## config.mk

```make
export PLATFORM = sky130hd
export DESIGN_NAME = ovs_phase_byte_align
export DESIGN_NICKNAME = d
export VERILOG_FILES = /design/src/rtl/ovs_align_pkg.sv /design/src/rtl/ovs_sample_sync.sv /design/src/rtl/ovs_start_finder.sv /design/src/rtl/ovs_decimator.sv /design/src/rtl/ovs_byte_packer.sv /design/src/rtl/ovs_phase_byte_align.sv
export SDC_FILE = /design/constraint.sdc
export NUM_CORES = 1
export LEC_CHECK = 0
export ABC_AREA = 1
export BUFFER_PORTS_ARGS = -buffer_cell sky130_fd_sc_hd__buf_2
export CAP_MARGIN = 0
export CORE_MARGIN = 4
export CORE_UTILIZATION = 42
export DETAILED_ROUTE_END_ITERATION = 10
export SLEW_MARGIN = 5
export SYNTH_ARGS = -nofsm -noshare
export SYNTH_HDL_FRONTEND = slang
export SYNTH_SLANG_ARGS = --single-unit
```

## constraint.sdc

```tcl
create_clock -name clk -period 3.31 [get_ports clk]
set_input_delay 0.662 -clock clk [delete_from_list [all_inputs] [get_ports clk]]
set_output_delay 0.662 -clock clk [all_outputs]
set_load 0.02 [all_outputs]
```

## src/rtl/ovs_align_pkg.sv

```systemverilog
package ovs_align_pkg;

    localparam int OVS_SAMPLES_PER_BIT = 3;
    localparam int OVS_BITS_PER_WORD   = 4;
    localparam int OVS_BYTE_BITS       = 8;

    typedef enum logic [1:0] {
        ST_SEARCH = 2'd0,
        ST_SKIP   = 2'd1,
        ST_STREAM = 2'd2
    } align_state_e;

    // sample index of the start-bit centre, for an edge at sample pos
    function automatic int centre_of(int pos, int spb);
        return pos + spb / 2;
    endfunction

    function automatic int phase_of(int pos, int spb);
        return centre_of(pos, spb) % spb;
    endfunction

    // centre of the first data bit, measured in the detection word
    function automatic int first_data_of(int pos, int spb);
        return centre_of(pos, spb) + spb;
    endfunction

    function automatic int offset_of(int pos, int spb, int bpw);
        return (first_data_of(pos, spb) % (spb * bpw)) / spb;
    endfunction

    function automatic bit skip_of(int pos, int spb, int bpw);
        return first_data_of(pos, spb) >= (spb * bpw);
    endfunction

endpackage

```

## src/rtl/ovs_sample_sync.sv

```systemverilog
module ovs_sample_sync #(
    parameter int WIDTH = 12
) (
    input  logic             clk,
    input  logic             rst,
    input  logic [WIDTH-1:0] din,
    output logic [WIDTH-1:0] cur,
    output logic [WIDTH-1:0] prev
);

    // one resolving stage, then one word of history for the edge scan
    always_ff @(posedge clk) begin
        if (rst) begin
            cur  <= '0;
            prev <= '0;
        end else begin
            cur  <= din;
            prev <= cur;
        end
    end

endmodule

```

## src/rtl/ovs_start_finder.sv

```systemverilog
module ovs_start_finder #(
    parameter int SAMPLES_PER_BIT = 3,
    parameter int BITS_PER_WORD   = 4,
    parameter int PH_W            = 2,
    parameter int OFF_W           = 2
) (
    input  logic [SAMPLES_PER_BIT*BITS_PER_WORD-1:0] cur,
    input  logic                                     prev_last,
    output logic                                     found,
    output logic [PH_W-1:0]                          phase,
    output logic [OFF_W-1:0]                         offset,
    output logic                                     skip
);
    import ovs_align_pkg::*;

    localparam int W = SAMPLES_PER_BIT * BITS_PER_WORD;

    logic [W:0] ext;
    assign ext = {cur, prev_last};

    // descending scan so that the oldest edge is the one left standing
    always_comb begin
        found  = 1'b0;
        phase  = '0;
        offset = '0;
        skip   = 1'b0;
        for (int i = W - 1; i >= 0; i--) begin
            if (!ext[i] && ext[i+1]) begin
                found  = 1'b1;
                phase  = PH_W'(phase_of(i, SAMPLES_PER_BIT));
                offset = OFF_W'(offset_of(i, SAMPLES_PER_BIT, BITS_PER_WORD));
                skip   = skip_of(i, SAMPLES_PER_BIT, BITS_PER_WORD);
            end
        end
    end

endmodule

```

## src/rtl/ovs_decimator.sv

```systemverilog
module ovs_decimator #(
    parameter int SAMPLES_PER_BIT = 3,
    parameter int BITS_PER_WORD   = 4,
    parameter int PH_W            = 2
) (
    input  logic [SAMPLES_PER_BIT*BITS_PER_WORD-1:0] samples,
    input  logic [PH_W-1:0]                          phase,
    output logic [BITS_PER_WORD-1:0]                 bits
);

    for (genvar k = 0; k < BITS_PER_WORD; k++) begin : g_pick
        logic [SAMPLES_PER_BIT-1:0] triplet;
        assign triplet = samples[k*SAMPLES_PER_BIT +: SAMPLES_PER_BIT];
        assign bits[k] = triplet[phase];
    end

endmodule

```

## src/rtl/ovs_byte_packer.sv

```systemverilog
module ovs_byte_packer #(
    parameter int BITS_PER_WORD = 4,
    parameter int BYTE_BITS     = 8,
    parameter int OFF_W         = 2
) (
    input  logic                     clk,
    input  logic                     rst,
    input  logic                     clr,
    input  logic                     accept,
    input  logic [BITS_PER_WORD-1:0] dec_cur,
    input  logic [BITS_PER_WORD-1:0] dec_prev,
    input  logic [OFF_W-1:0]         offset,
    output logic [BYTE_BITS-1:0]     byte_out,
    output logic                     byte_vld
);

    localparam int GROUPS = BYTE_BITS / BITS_PER_WORD;
    localparam int CNT_W  = (GROUPS > 2) ? $clog2(GROUPS) : 1;
    localparam int SEL_W  = $clog2(2 * BITS_PER_WORD);
    localparam int ACC_W  = (GROUPS - 1) * BITS_PER_WORD;
    localparam logic [CNT_W-1:0] LAST = CNT_W'(GROUPS - 1);

    logic [2*BITS_PER_WORD-1:0] window;
    logic [SEL_W-1:0]           sel;
    logic [BITS_PER_WORD-1:0]   grp;
    logic [ACC_W-1:0]           acc;
    logic [CNT_W-1:0]           cnt;

    // older word in the low half, so the offset counts from the older word
    assign window = {dec_cur, dec_prev};
    assign sel    = SEL_W'(offset);
    assign grp    = window[sel +: BITS_PER_WORD];

    always_ff @(posedge clk) begin
        if (rst || clr) begin
            acc      <= '0;
            cnt      <= '0;
            byte_out <= '0;
            byte_vld <= 1'b0;
        end else begin
            byte_vld <= 1'b0;
            if (accept) begin
                if (cnt == LAST) begin
                    byte_out <= {grp, acc};
                    byte_vld <= 1'b1;
                    cnt      <= '0;
                end else begin
                    acc[int'(cnt)*BITS_PER_WORD +: BITS_PER_WORD] <= grp;
                    cnt <= cnt + CNT_W'(1);
                end
            end
        end
    end

endmodule

```

## src/rtl/ovs_phase_byte_align.sv

```systemverilog
module ovs_phase_byte_align #(
    parameter int SAMPLES_PER_BIT = ovs_align_pkg::OVS_SAMPLES_PER_BIT,
    parameter int BITS_PER_WORD   = ovs_align_pkg::OVS_BITS_PER_WORD,
    parameter int BYTE_BITS       = ovs_align_pkg::OVS_BYTE_BITS,
    localparam int W              = SAMPLES_PER_BIT * BITS_PER_WORD,
    localparam int PH_W           = $clog2(SAMPLES_PER_BIT),
    localparam int OFF_W          = $clog2(BITS_PER_WORD)
) (
    input  logic                 clk,
    input  logic                 rst,
    input  logic                 rearm,
    input  logic [W-1:0]         samp_in,
    output logic                 locked,
    output logic [PH_W-1:0]      phase_sel,
    output logic [OFF_W-1:0]     bit_off,
    output logic [BYTE_BITS-1:0] byte_out,
    output logic                 byte_vld
);
    import ovs_align_pkg::*;

    logic [W-1:0]             s_cur;
    logic [W-1:0]             s_prev;
    logic                     hit_found;
    logic [PH_W-1:0]          hit_phase;
    logic [OFF_W-1:0]         hit_off;
    logic                     hit_skip;
    logic [BITS_PER_WORD-1:0] dec_cur;
    logic [BITS_PER_WORD-1:0] dec_prev;
    align_state_e             state_q;
    logic [PH_W-1:0]          phase_mem;
    logic [OFF_W-1:0]         word_mem;

    ovs_sample_sync #(.WIDTH(W)) sync_i (
        .clk  (clk),
        .rst  (rst),
        .din  (samp_in),
        .cur  (s_cur),
        .prev (s_prev)
    );

    ovs_start_finder #(
        .SAMPLES_PER_BIT (SAMPLES_PER_BIT),
        .BITS_PER_WORD   (BITS_PER_WORD),
        .PH_W            (PH_W),
        .OFF_W           (OFF_W)
    ) finder_i (
        .cur       (s_cur),
        .prev_last (s_prev[W-1]),
        .found     (hit_found),
        .phase     (hit_phase),
        .offset    (hit_off),
        .skip      (hit_skip)
    );

    // phase and word memories, written only while searching
    always_ff @(posedge clk) begin
        if (rst) begin
            state_q   <= ST_SEARCH;
            phase_mem <= '0;
            word_mem  <= '0;
        end else if (rearm) begin
            state_q <= ST_SEARCH;
        end else begin
            case (state_q)
                ST_SEARCH: begin
                    if (hit_found) begin
                        phase_mem <= hit_phase;
                        word_mem  <= hit_off;
                        state_q   <= hit_skip ? ST_SKIP : ST_STREAM;
                    end
                end
                ST_SKIP:   state_q <= ST_STREAM;
                default:   state_q <= ST_STREAM;
            endcase
        end
    end

    ovs_decimator #(
        .SAMPLES_PER_BIT (SAMPLES_PER_BIT),
        .BITS_PER_WORD   (BITS_PER_WORD),
        .PH_W            (PH_W)
    ) dec_cur_i (
        .samples (s_cur),
        .phase   (phase_mem),
        .bits    (dec_cur)
    );

    ovs_decimator #(
        .SAMPLES_PER_BIT (SAMPLES_PER_BIT),
        .BITS_PER_WORD   (BITS_PER_WORD),
        .PH_W            (PH_W)
    ) dec_prev_i (
        .samples (s_prev),
        .phase   (phase_mem),
        .bits    (dec_prev)
    );

    ovs_byte_packer #(
        .BITS_PER_WORD (BITS_PER_WORD),
        .BYTE_BITS     (BYTE_BITS),
        .OFF_W         (OFF_W)
    ) packer_i (
        .clk      (clk),
        .rst      (rst),
        .clr      (rearm),
        .accept   (state_q == ST_STREAM),
        .dec_cur  (dec_cur),
        .dec_prev (dec_prev),
        .offset   (word_mem),
        .byte_out (byte_out),
        .byte_vld (byte_vld)
    );

    assign locked    = (state_q != ST_SEARCH);
    assign phase_sel = phase_mem;
    assign bit_off   = word_mem;

endmodule

```

# Word-level counts from Yosys, hierarchy flattened

Cells that the tools add are included.

Equal/unequal tests: 2
Shift-type cells: 3
Bitwise logic cells: 4
Multiplexer cells: 65
Add/subtract/negate cells: 2
Magnitude comparators: 1
Reductions and logical operators: 33

Operators with widths:

| kind                                                                         | count |
|---|---|
| 2-bit two-way mux                                                            | 22 |
| 1-bit two-way mux                                                            | 34 |
| 3-bit negation with 33-bit output                                            | 1 |
| 4-bit by 33-bit variable shift with 4-bit output, first input constant       | 1 |
| 4-bit by 33-bit variable part select with 4-bit output                       | 1 |
| 1-bit binary-select mux with 2-bit select                                    | 8 |
| 1-bit logical AND                                                            | 12 |
| 1-bit logical NOT                                                            | 12 |
| 8-bit by 3-bit variable part select with 4-bit output                        | 1 |
| 4-bit bitwise mux                                                            | 1 |
| 1-bit inverter                                                               | 4 |
| 2-bit AND reduction                                                          | 2 |
| 2-bit OR reduction                                                           | 2 |
| 2-bit by 3-bit less-than comparator with 1-bit output, second input constant | 1 |
| 3-bit AND reduction                                                          | 1 |
| 3-bit OR reduction                                                           | 1 |
| 2-bit == test, second input constant                                         | 1 |
| 2-bit logical NOT                                                            | 1 |
| 2-bit by 1-bit != test with 1-bit output, second input constant              | 1 |
| 2-bit nonzero test                                                           | 1 |
| 1-bit adder, second input constant                                           | 1 |
| 1-bit logical OR                                                             | 1 |

Register bits: 44
Input bits: 15
Output and inout bits: 14

# Logic depth before layout (Yosys ltp)

Gate-level depths: netlist of run 1.

Depth after elaboration: 17
Gate-level depth with buffers: 11
Mapped depth without buffers: 10

# Cells and area by module

Synthesis of run 1 repeated with hierarchy kept, for this count alone.

Cells, all modules: 309
Area, all modules: 2065.7 um2

Modules (own cells, without submodules):

| module               | area an instance (um2) | times used | cells an instance |
|---|---|---|---|
| ovs_sample_sync      | 683.2                  | 1          | 74 |
| ovs_byte_packer      | 574.3                  | 1          | 78 |
| ovs_phase_byte_align | 281.5                  | 1          | 38 |
| ovs_start_finder     | 276.5                  | 1          | 59 |
| ovs_decimator        | 125.1                  | 2          | 30 |

# Worst setup path after synthesis of run 1

Ideal clock, no wire load.

Kind: input port to flip-flop
From: in rst
To: reg packer_i.byte_out[4]
Setup slack: 1.895 ns
Stages: 5
Required time: 3.236 ns
Path buffers: 2
Setup time: 0.074 ns
Arrival time: 1.341 ns
Cell sequence: buf_2 nor2_1 buf_2 o21ai_0 a31oi_1

Longest elaborated chain between the ends: 1

RTL lines:

| item                   | line                       | RTL |
|---|---|---|
| start: declaration     | ovs_phase_byte_align.sv:10 | `input logic rst,` |
| 1-bit logical OR       | ovs_byte_packer.sv:35      | `if (rst \|\| clr) begin` |
| end signal: assignment | ovs_byte_packer.sv:44      | `byte_out <= {grp, acc};` |
| end: declaration       | ovs_byte_packer.sv:13      | `output logic [BYTE_BITS-1:0] byte_out,` |

No other way between the ends.
A chain may end at the register's enable or synchronous reset.

# Worst setup path in the final report of run 1

From: reg phase_mem[0], in the netlist phase_sel[0]
To: out phase_sel[0]

RTL lines:

| item                     | line                       | RTL |
|---|---|---|
| start: declaration       | ovs_phase_byte_align.sv:30 | `logic [PH_W-1:0] phase_mem;` |
| start signal: assignment | ovs_phase_byte_align.sv:67 | `phase_mem <= hit_phase;` |
| end: declaration         | ovs_phase_byte_align.sv:14 | `output logic [PH_W-1:0] phase_sel,` |

No word-level cell between the ends.

==> parameters.txt, run 1 <==
Parameter                              Value

Run status
  Run status ... complete, no violations

Routing
  Vias/cell ... ~4.7
  Post-Route WL ... between 3000 and 4000 µm
  Number of nets still failing antenna checks after routing ... 0
  Detailed Route Iter0 Violations ... just under 70
  Residual DRC ... 0
  Total iterations of the first detailed-routing run ... 4
  Detailed-route via count ... between 1,500 and 2,000
  Post-detailed-route wirelength per cell ... 10.9 µm

Clock network
  TritonCTS buffer count ... 5
  Cell at the root of the clock tree ... clkbuf_8
  Clock tree from TritonCTS ... done
  Maximum clock insertion buffer count ... 2
  Clk sink count ... 44
  Clock transition time at the flip-flop clock pins of the worst setup and hold paths ... ~80 ps
  Hold Buf Count CTS ... 0
  H-tree depth reported by CTS ... 2
  Skew-Pair Late Insertion Delay ... about 290 ps
  Post-CTS setup buffer count ... 0
  Cts repair resizes ... 0

Critical path
  Buffers and inverters on the worst path ... 1
  Required time of the critical path ... ~2700 ps
  R2R setup slack ... 1730 ps
  Data arrival, critical path ... about 1200 ps
  Worst Setup Path Type ... flop to output pin
  Endpoint kind of the worst setup timing path ... output pin
  Type of element launching the critical path ... flop
  Critical path, cell by cell ... buf_2
  Reg2reg start ... phase_sel[0]$_SDFFE_PP0P_
  Worst Reg2Reg Path Length in Cells ... 9
  Crit Reg-Reg Endpoint ... packer_i.acc[2]$_SDFFE_PP0P_
  Maximum fanout count along the critical path ... 11
  CP delay by family, top ... flip-flops
  Master of the slowest instance on the critical path ... dfxtp_1
  Peak per-stage delay on the critical path ... about 680 ps

STA
  Setup Skew ... between 5 and 6 ps
  Hold slack ... 432 ps
  Final setup TNS ... 0 ps
  Share of the clock period used by the worst path after layout ... between 50 and 60%
  Number of setup violations in the final report ... 0
  Slew headroom ... a little over half
  Worst slew pin tran ... roughly 670 ps
  Minimum clock period after layout ... ~1900 ps
  Final Max Slew Viols ... 0
  Fmax ... between 500 and 600 MHz
  Unrepaired setup endpoints after global routing ... false
  Final hold violation count ... 0

Synthesis
  Count of warnings emitted by yosys ... 0
  Number of flip-flops and latches in the synthesized netlist ... 44
  Mapped Nets ... slightly below 300
  Average instance area after synthesis ... 7.07 µm²
  Part of the Yosys area used for sequential elements ... a little under half
  Number of standard cells after synthesis ... 276
  Combined area of all synthesized cells ... 1950 µm²
  Count of distinct cell types in the synthesized netlist ... 24

GRT
  Total congestion overflow after global routing ... 0
  Number of global-route vias before repair ... between 1,500 and 2,000
  Largest net degree at the start of global routing ... 29
  First-pass GRT wire length ... approximately 6800 µm
  Antenna violations before repair ... 0
  Overall global routing resource usage ... roughly 14%

Power
  Switching part of the total power ... between 20% and 30%
  Internal Dissipation ... ~780 µW
  Clock network power share ... between 30% and 40%
  Sequential power share ... a little over half
  Combinational fraction of design power ... between 10% and 20%
  Switching power ... just over 300 µW
  Worst voltage drop across the vdd grid ... about 0.25 mV
  P per Cell Area ... 491 nW/µm²
  Total Power Consumption ... ~1.1 mW
  LEAKAGE ... roughly 1.1 nW

Min path
  Worst Hold Path EP ... sync_i.prev[11]$_SDFF_PP0_
  Hold-critical path depth ... 2
  Worst Hold Class ... flop to flop
  Hold path startpoint ... sync_i.cur[11]$_SDFF_PP0_

Floorplan
  Die outline width ... around 76 µm
  Number of standard-cell rows in the floorplan ... 24
  Starting utilization of the core area ... 44.2%
  Die height ... ~76 µm
  Placeable core region ... approximately 4400 µm²
  Number of ports placed on the die boundary ... 29
  Die Footprint ... between 5000 and 6000 µm²

Place
  Global placer's final weighted congestion ... slightly below 0.8
  IO Port Bufs ... 28
  Half-perimeter wire length after detailed placement ... between 2000 and 3000 µm

Layout
  Leading cell types in the layout, fill and taps excluded ... inv_1 (52), nand2_1 (51), dfxtp_1 (44)
  Number of diodes added for antenna fixing ... 0
  Most common cell after layout, fill and taps aside ... inv_1
  Share of layout cells above drive strength 1 ... about a fifth
  Number of nets in the layout ... roughly 320
  Post-synthesis to final-layout area growth ... 13.5%

Flow run
  Max-cap check violation count ... 0
-- stage by stage --
| stage | util, % | std cells | setup WS, ps | area [µm²] |
|---|---|---|---|---|
| detailed placement | 47.9 | 349 | 1130 | 2120 |
| finish | 50.1 | 357 | 1410 | 2210 |
| global route | 50.1 | 357 | 1260 | 2210 |
| CTS | 50.1 | 357 | 1390 | 2210 |
| global placement | 47.9 | 349 | 1210 | 2120 |
| floorplan | - | 276 | 1890 | 1950 |
-- cell families after synthesis --
| logic type | count (synthesis) | synth area share (%) |
|---|---|---|
| and+or+nand+nor | 132 | 30.0 |
| buffers and inverters | 66 | 14.1 |
| AOI/OAI and AO/OA | 34 | 10.7 |
| DFF | 44 | 45.2 |
-- cell usage after synthesis (all sizes together) --
cell type | instances | area share [%]
a21oi | 5 | 1.7
a31oi | 5 | 1.6
buf | 6 | 1.9
clkbuf | 1 | 0.19
clkinv | 2 | 1.1
dfxtp | 44 | 45
inv | 57 | 11
nand2 | 58 | 12
nand3 | 26 | 6.7
nor2 | 46 | 11
nor3 | 2 | 0.51
o211ai | 7 | 2.7
o21a | 3 | 1.2
o21ai | 14 | 3.6
-- worst max path at each step --
stage	start	end	slack (ps)	cells after the start
2_1_floorplan	rst	packer_i.byte_out[4]$_SDFFE_PP0P_	1890	5
3_3_place_gp	rst	packer_i.byte_out[1]$_SDFFE_PP0P_	1210	6
3_5_place_dp	rst	packer_i.byte_out[1]$_SDFFE_PP0P_	1130	6
4_1_cts	phase_sel[0]$_SDFFE_PP0P_	phase_sel[0]	1390	1
5_1_grt	rst	packer_i.byte_out[1]$_SDFFE_PP0P_	1260	6
6_report	phase_sel[0]$_SDFFE_PP0P_	phase_sel[0]	1410	1
-- flip-flops by register name (all words and copies together), names as in the netlist --
name               flops
sync_i.cur            12
sync_i.prev           12
packer_i.byte_out      8
packer_i.acc           4
bit_off                2
phase_sel              2
state_q                2
packer_i.byte_vld      1
packer_i.cnt           1
-- metal layers --
metal,vias to the layer above,GRT usage (%),part of all wire (%)
li1,896,-,-
met1,740,17.1,46
met2,30,24.5,49
met3,2,3.90,4.4
met4,0,3.50,0.49
met5,-,0,0
-- power groups by stage --
| stage | Combinational, mW | Sequential (mW) | Clock, mW |
|---|---|---|---|
| 5_1_grt | 0.189 | 0.576 | 0.381 |
| 4_1_cts | 0.163 | 0.573 | 0.362 |
| 2_1_floorplan | 0.129 | 0.580 | 0 |
| 6_report | 0.161 | 0.573 | 0.352 |
| 3_3_place_gp | 0.161 | 0.586 | 0 |
| 3_5_place_dp | 0.162 | 0.586 | 0 |
-- cell type report --
cell class,count,area (µm²)
inverter,59,235
sequential,44,881
fill,456,2200
clock buffer,6,82.6
tap,52,65.1
clock inverter,2,15.0
timing repair buffer,28,140
multi-input combinational,166,795
(Power assumes the default switching activity.)
==> run 2: changes to the inputs <==
ABC_AREA = 0   (was 1)
clock period = 1.75 ns   (was 3.31 ns; I/O delays follow)
==> run 2 against run 1 <==
The flow now finishes with violations (setup timing); worst setup slack worse by 1500 ps; cell area rose by 5.8%; count of clock-buffer cells in the layout is 1 higher; synthesized cell count down 28%; area after synthesis fell by 5.4%; non-clock buffer count up 15; largest cell class is now multi-input gates.
==> parameters.txt, run 2 <==
Parameter                              Value

Run status
  Run status ... finished with violations
  Failing checks ... setup timing

Critical path
  Reg2reg start ... sync_i.cur[8]$_SDFF_PP0_
  Data arrival, critical path ... slightly below 2000 ps
  Type of element launching the critical path ... flop
  Endpoint kind of the worst setup timing path ... flop
  Maximum fanout count along the critical path ... 5
  Crit path launch ... sync_i.cur[8]$_SDFF_PP0_
  R2R setup slack ... -40 ps
  Worst Setup Path Type ... flop to flop
  Required time of the critical path ... between 1500 and 2000 ps

Floorplan
  Number of ports placed on the die boundary ... 29
  Number of standard-cell rows in the floorplan ... 23
  Die Footprint ... 5520 µm²
  Die height ... approximately 74 µm
  Placeable core region ... between 4000 and 5000 µm²
  Starting utilization of the core area ... between 40 and 50%
  Die outline width ... roughly 74 µm

STA
  Final Max Slew Viols ... 0
  Minimum clock period after layout ... between 1500 and 2000 ps
  Number of setup violations in the final report ... 2
  Fmax ... 557 MHz
  Hold slack ... between 200 and 300 ps
  Setup Skew ... slightly above 10 ps
  Unrepaired setup endpoints after global routing ... true
  Worst slew pin tran ... 544 ps
  Slew headroom ... a little under two thirds
  Share of the clock period used by the worst path after layout ... 103%
  Final worst-path setup slack ... -44.5 ps
  Final hold violation count ... 0
  Final setup TNS ... -85.9 ps

Layout
  Number of diodes added for antenna fixing ... 0
  Largest registers in the final layout ... sync_i.cur x12, sync_i.prev x12, packer_i.byte_out x8
  Share of layout cells above drive strength 1 ... 33.3%
  Leading cell types in the layout, fill and taps excluded ... dfxtp_1 (39), nor2b_1 (30), buf_2 (28)
  Filler Cells Inserted ... 378
  Number of nets in the layout ... 257
  Post-synthesis to final-layout area growth ... 26.9%
  Final core occ ... between 50% and 60%
  Most common cell after layout, fill and taps aside ... dfxtp_1

Power
  LEAKAGE ... between 0.9 and 1 nW
  P per Cell Area ... between 900 and 1000 nW/µm²
  Switching part of the total power ... a little under a quarter
  Clock network power share ... 37.7%
  Worst voltage drop across the vdd grid ... approximately 0.47 mV
  Internal Dissipation ... ~1.7 mW
  Switching power ... approximately 520 µW
  Sequential power share ... between 40 and 50%
  Combinational fraction of design power ... approximately 14%

Clock network
  Skew-Pair Late Insertion Delay ... ~300 ps
  Clock tree from TritonCTS ... done
  H-tree depth reported by CTS ... 2
  Clk sink count ... 44
  Cell at the root of the clock tree ... clkbuf_8
  TritonCTS buffer count ... 5
  Maximum clock insertion buffer count ... 2
  Clock transition time at the flip-flop clock pins of the worst setup and hold paths ... roughly 80 ps

Synthesis
  Cell type contributing the most total cell area after synthesis ... dfxtp_1
  Most common flop cell mapped by yosys ... dfxtp_1
  Area share of the leading cell type in the synthesized netlist ... 47.7%
  Leading post-synthesis cells by instance count ... dfxtp_1 (44), nor2b_1 (30), nor2_1 (27)
  Count of distinct cell types in the synthesized netlist ... 29
  Count of warnings emitted by yosys ... 0
  Count of flip-flops with a built-in enable after synthesis ... 0
  Leading post-synthesis cells by cell area ... dfxtp_1 (48%), nor2b_1 (10%), mux4_2 (6.1%)
  Most numerous cell in the Yosys netlist ... dfxtp_1
  Number of flip-flops and latches in the synthesized netlist ... 44
  Part of the Yosys area used for sequential elements ... between 40% and 50%
  Average instance area after synthesis ... ~9.2 µm²
  Async set-or-reset flop fraction in the synthesized netlist ... 0%
  Combined area of all synthesized cells ... 1850 µm²
  Mapped Nets ... ~220
  Number of standard cells after synthesis ... 200

Routing
  Vias/cell ... 5.16
  Detailed-route via count ... approximately 1,500
  Post-Route WL ... roughly 4100 µm
  Detailed Route Iter0 Violations ... 89
  Number of nets still failing antenna checks after routing ... 0
  Total iterations of the first detailed-routing run ... 4
  Residual DRC ... 0
  Post-detailed-route wirelength per cell ... 14.2 µm

Flow run
  Max-cap check violation count ... 0

GRT
  Overall global routing resource usage ... between 15 and 20%
  First-pass GRT wire length ... between 6000 and 7000 µm
  Antenna violations before repair ... 0
  Number of global-route vias before repair ... around 1,500
  Total congestion overflow after global routing ... 0
  Largest net degree at the start of global routing ... 30

Place
  Half-perimeter wire length after detailed placement ... between 3000 and 4000 µm
  Post-placement setup slack ... -175 ps
  IO Port Bufs ... 28
  Global placer's final weighted congestion ... approximately 0.9

Min path
  Worst Hold Class ... input pin to flop
  Hold path startpoint ... samp_in[7]
-- run 2: changes by cell type in the layout (fill, tap and decap cells not counted), sizes merged, moves of 9 or more --
cell,before,now
nor2,46,27
o21ai,14,3
nand3,26,0
inv,57,3
nand2,58,15
mux2i,0,11
buf,28,43
nor3,2,11
nor2b,0,30
nand2b,0,10
-- run 2: worst paths after layout --
path                                                          end  depth (start not counted)
worst max-delay path                      bit_off[0]$_SDFFE_PP0P_                          5
worst min-delay path                     sync_i.cur[7]$_SDFF_PP0_                          2
worst max register to register            bit_off[0]$_SDFFE_PP0P_                          5
worst min register to register  packer_i.byte_out[1]$_SDFFE_PP0P_                          2
-- run 2: area by class of cell --
| cell class | instances | area [µm²] | area share (%) |
|---|---|---|---|
| Multi-Input combinational cell | 144 | 976 | 41.7 |
| Inverter | 4 | 15.0 | 0.641 |
| Clock buffer | 7 | 96.3 | 4.11 |
| Clock inverter | 1 | 30.0 | 1.28 |
| Timing Repair Buffer | 43 | 273 | 11.6 |
| Tap cell | 50 | 62.6 | 2.67 |
| Sequential cell | 44 | 890 | 38.0 |
-- run 2: repair_timing --
action	4_1_cts	5_1_grt
resized for setup	3	21
endpoints found under the setup margin	10	13
buffers inserted	0	2
hold buffers	0	0
pin swaps	2	9
-- run 2: logic make-up after synthesis --
family	synth area share [%]
flops	47.7
mux	12.1
compound gates	7.19
buf+inv	2.64
simple gates	30.4
-- run 2: power groups by stage --
stage | Clock, mW | Sequential (mW) | Combinational, mW
floorplan | 0 | 1.10 | 0.178
global placement | 0 | 1.10 | 0.261
detailed placement | 0 | 1.10 | 0.265
CTS | 0.855 | 1.08 | 0.268
global route | 0.896 | 1.08 | 0.344
finish | 0.841 | 1.08 | 0.311
-- run 2: layer usage --
metal	GRT usage (%)	vias up	share of wire (%)
li1	-	756	-
met1	20.6	715	47
met2	26.7	35	46
met3	5.14	7	5.1
met4	5.93	0	1.6
met5	0	-	0
-- run 2: per-stage QoR --
stage	area [µm²]	instances	total power, mW
6_report	2340	293	2.23
5_1_grt	2340	293	2.32
4_1_cts	2240	291	2.21
3_5_place_dp	2110	283	1.37
3_3_place_gp	2110	283	1.36
2_1_floorplan	1850	200	1.28
-- run 2: worst max-delay path, stage by stage, from the launching register on --
cell and delay [ps]:
dfxtp_1 320, or4_4 530, a222oi_1 330, a31o_2 290, buf_4 150, a211oi_2 60
==> run 3: changes to the inputs <==
SYNTH_HIERARCHICAL = 1   (was unset)
==> run 3 against run 2 <==
Sequential share of layout area increased by 0.75 points; total power decreased by 3.4%; highest routed layer unchanged; synthesized cell count decreased by 12%; the flow now finishes without violations; critical path type unchanged; die area increased by 4.8%; utilization decreased by 5.0 points; area after synthesis increased by 5.4%; via count decreased by 9.7%; clock power decreased by 7.0%.
==> parameters.txt, run 3 <==
Parameter                              Value

Run status
  Run status ... complete, no violations

Floorplan
  Number of standard-cell rows in the floorplan ... 24
  Starting utilization of the core area ... 44.0%
  Number of ports placed on the die boundary ... 29
  Die outline width ... roughly 76 µm
  Die height ... between 70 and 80 µm
  Die Footprint ... just under 6000 µm²
  Placeable core region ... between 4000 and 5000 µm²

Power
  Worst voltage drop across the vdd grid ... roughly 0.57 mV
  Total Power Consumption ... 2.15 mW
  LEAKAGE ... 0.950 nW
  P per Cell Area ... about 940 nW/µm²

STA
  Minimum clock period after layout ... ~1600 ps
  Fmax ... ~610 MHz
  Hold slack ... 255 ps
  Final hold violation count ... 0
  Share of the clock period used by the worst path after layout ... slightly above 90%
  Slew headroom ... 73.6%
  Worst slew pin tran ... about 390 ps
  Final Max Slew Viols ... 0
  Final setup TNS ... 0 ps
  Number of setup violations in the final report ... 0
  Final worst-path setup slack ... roughly 120 ps
  Setup Skew ... about 3.9 ps
  Unrepaired setup endpoints after global routing ... false

Layout
  Share of layout cells above drive strength 1 ... a little under two fifths
  Post-Layout Inst Area ... 2290 µm²
  Leading cell types in the layout, fill and taps excluded ... dfxtp_1 (40), buf_2 (28), nand2b_1 (17)
  Post-synthesis to final-layout area growth ... 18.0%
  Number of diodes added for antenna fixing ... 0
  Final core occ ... between 50% and 60%
  Number of nets in the layout ... roughly 230
  Non-filler instance count after layout ... about 270
  Most common cell after layout, fill and taps aside ... dfxtp_1
  Largest registers in the final layout ... sync_i/cur x12, sync_i/prev x12, packer_i/byte_out x8

Place
  Post-placement setup slack ... 61.8 ps
  Global placer's final weighted congestion ... just under 0.8
  Area of placed instances ... ~2100 µm²
  Number of placed instances, taps included ... about 260
  IO Port Bufs ... 28
  Half-perimeter wire length after detailed placement ... about 2900 µm

Critical path
  Master of the slowest instance on the critical path ... or3_4
  Data arrival, critical path ... 1820 ps
  Type of element launching the critical path ... flop
  Required time of the critical path ... between 1500 and 2000 ps
  CP delay by family, top ... simple AND/OR/NAND/NOR gates
  Buffers and inverters on the worst path ... 0
  Maximum fanout count along the critical path ... 4
  Endpoint kind of the worst setup timing path ... flop
  Peak per-stage delay on the critical path ... 400 ps
  Worst Setup Path Type ... flop to flop
  Critical path, cell by cell ... nor2b_2, or3_4, nor2_2, nand4_1, nor2b_1, o21a_1

Routing
  Number of nets still failing antenna checks after routing ... 0
  Vias/cell ... 5.14
  Total iterations of the first detailed-routing run ... 4
  Residual DRC ... 0
  Post-Route WL ... between 3000 and 4000 µm
  Post-detailed-route wirelength per cell ... around 14 µm
  Detailed Route Iter0 Violations ... 29
  Detailed-route via count ... between 1,000 and 1,500

Min path
  Worst Hold Class ... input pin to flop

Clock network
  Clock tree from TritonCTS ... done
  H-tree depth reported by CTS ... 2
  Maximum clock insertion buffer count ... 2
  TritonCTS buffer count ... 5
  Skew-Pair Late Insertion Delay ... about 300 ps
  Clock transition time at the flip-flop clock pins of the worst setup and hold paths ... about 90 ps
  Clk sink count ... 44
  Cell at the root of the clock tree ... clkbuf_8

GRT
  Overall global routing resource usage ... 13.8%
  First-pass GRT wire length ... roughly 6600 µm
  Antenna violations before repair ... 0
  Number of global-route vias before repair ... ~1,400
  Total congestion overflow after global routing ... 0
  Largest net degree at the start of global routing ... 23

Synthesis
  Mapped Nets ... 192
  Average instance area after synthesis ... about 11 µm²
  Number of standard cells after synthesis ... 177
  Count of warnings emitted by yosys ... 6
  Combined area of all synthesized cells ... between 1500 and 2000 µm²

Flow run
  Max-cap check violation count ... 0
run 3: cell count changes in the layout (fill, tap and decap cells not counted), moves of 6 or more:
cell,delta
nand2_1,-11
nor2b_2,+16
nor2_1,-18
o2bb2ai_1,+7
nand2b_1,+7
a21oi_1,-9
a22o_1,+6
buf_4,-6
nor2b_1,-21
mux2i_1,+8
nor3_1,-7
run 3: routing by layer:
metal / up-vias / GRT usage [%] / share of wire (%)
li1: 693 / - / -
met1: 642 / 15.4 / 42
met2: 24 / 25.0 / 52
met3: 7 / 3.78 / 4.2
met4: 0 / 4.80 / 1.5
met5: - / 0 / 0
run 3: final cells by class:
cell class              count  area, µm²
multi-input cells         124       1010
clock inverters             3       46.3
clock buffers               5       68.8
fillers                   412       2120
flip-flops and latches     44        888
inverters                   3       11.3
repair buffers             35        205
well taps                  52       65.1
run 3: final timing paths:
check | startpoint | end | slack, ps | cells past startpoint
worst max register to register | sync_i/cur[4]$_SDFF_PP0_ | state_q[1]$_SDFFE_PP0P_ | 120 | 6
worst min-delay path | samp_in[6] | sync_i/cur[6]$_SDFF_PP0_ | 260 | 2
worst min register to register | packer_i/byte_out[6]$_SDFFE_PP0P_ | packer_i/byte_out[6]$_SDFFE_PP0P_ | 450 | 2
worst max-delay path | sync_i/cur[4]$_SDFF_PP0_ | state_q[1]$_SDFFE_PP0P_ | 120 | 6
run 3: power breakdown:
group / switching, mW / total [mW] / internal [mW]
registers: 0.0399 / 1.08 / 1.04
clock network: 0.352 / 0.782 / 0.430
logic: 0.139 / 0.291 / 0.152
run 3: what timing repair did:
item,CTS,global route
buffers inserted,0,1
hold buffers,0,0
gates resized for setup,0,10
endpoints found under the setup margin,0,13
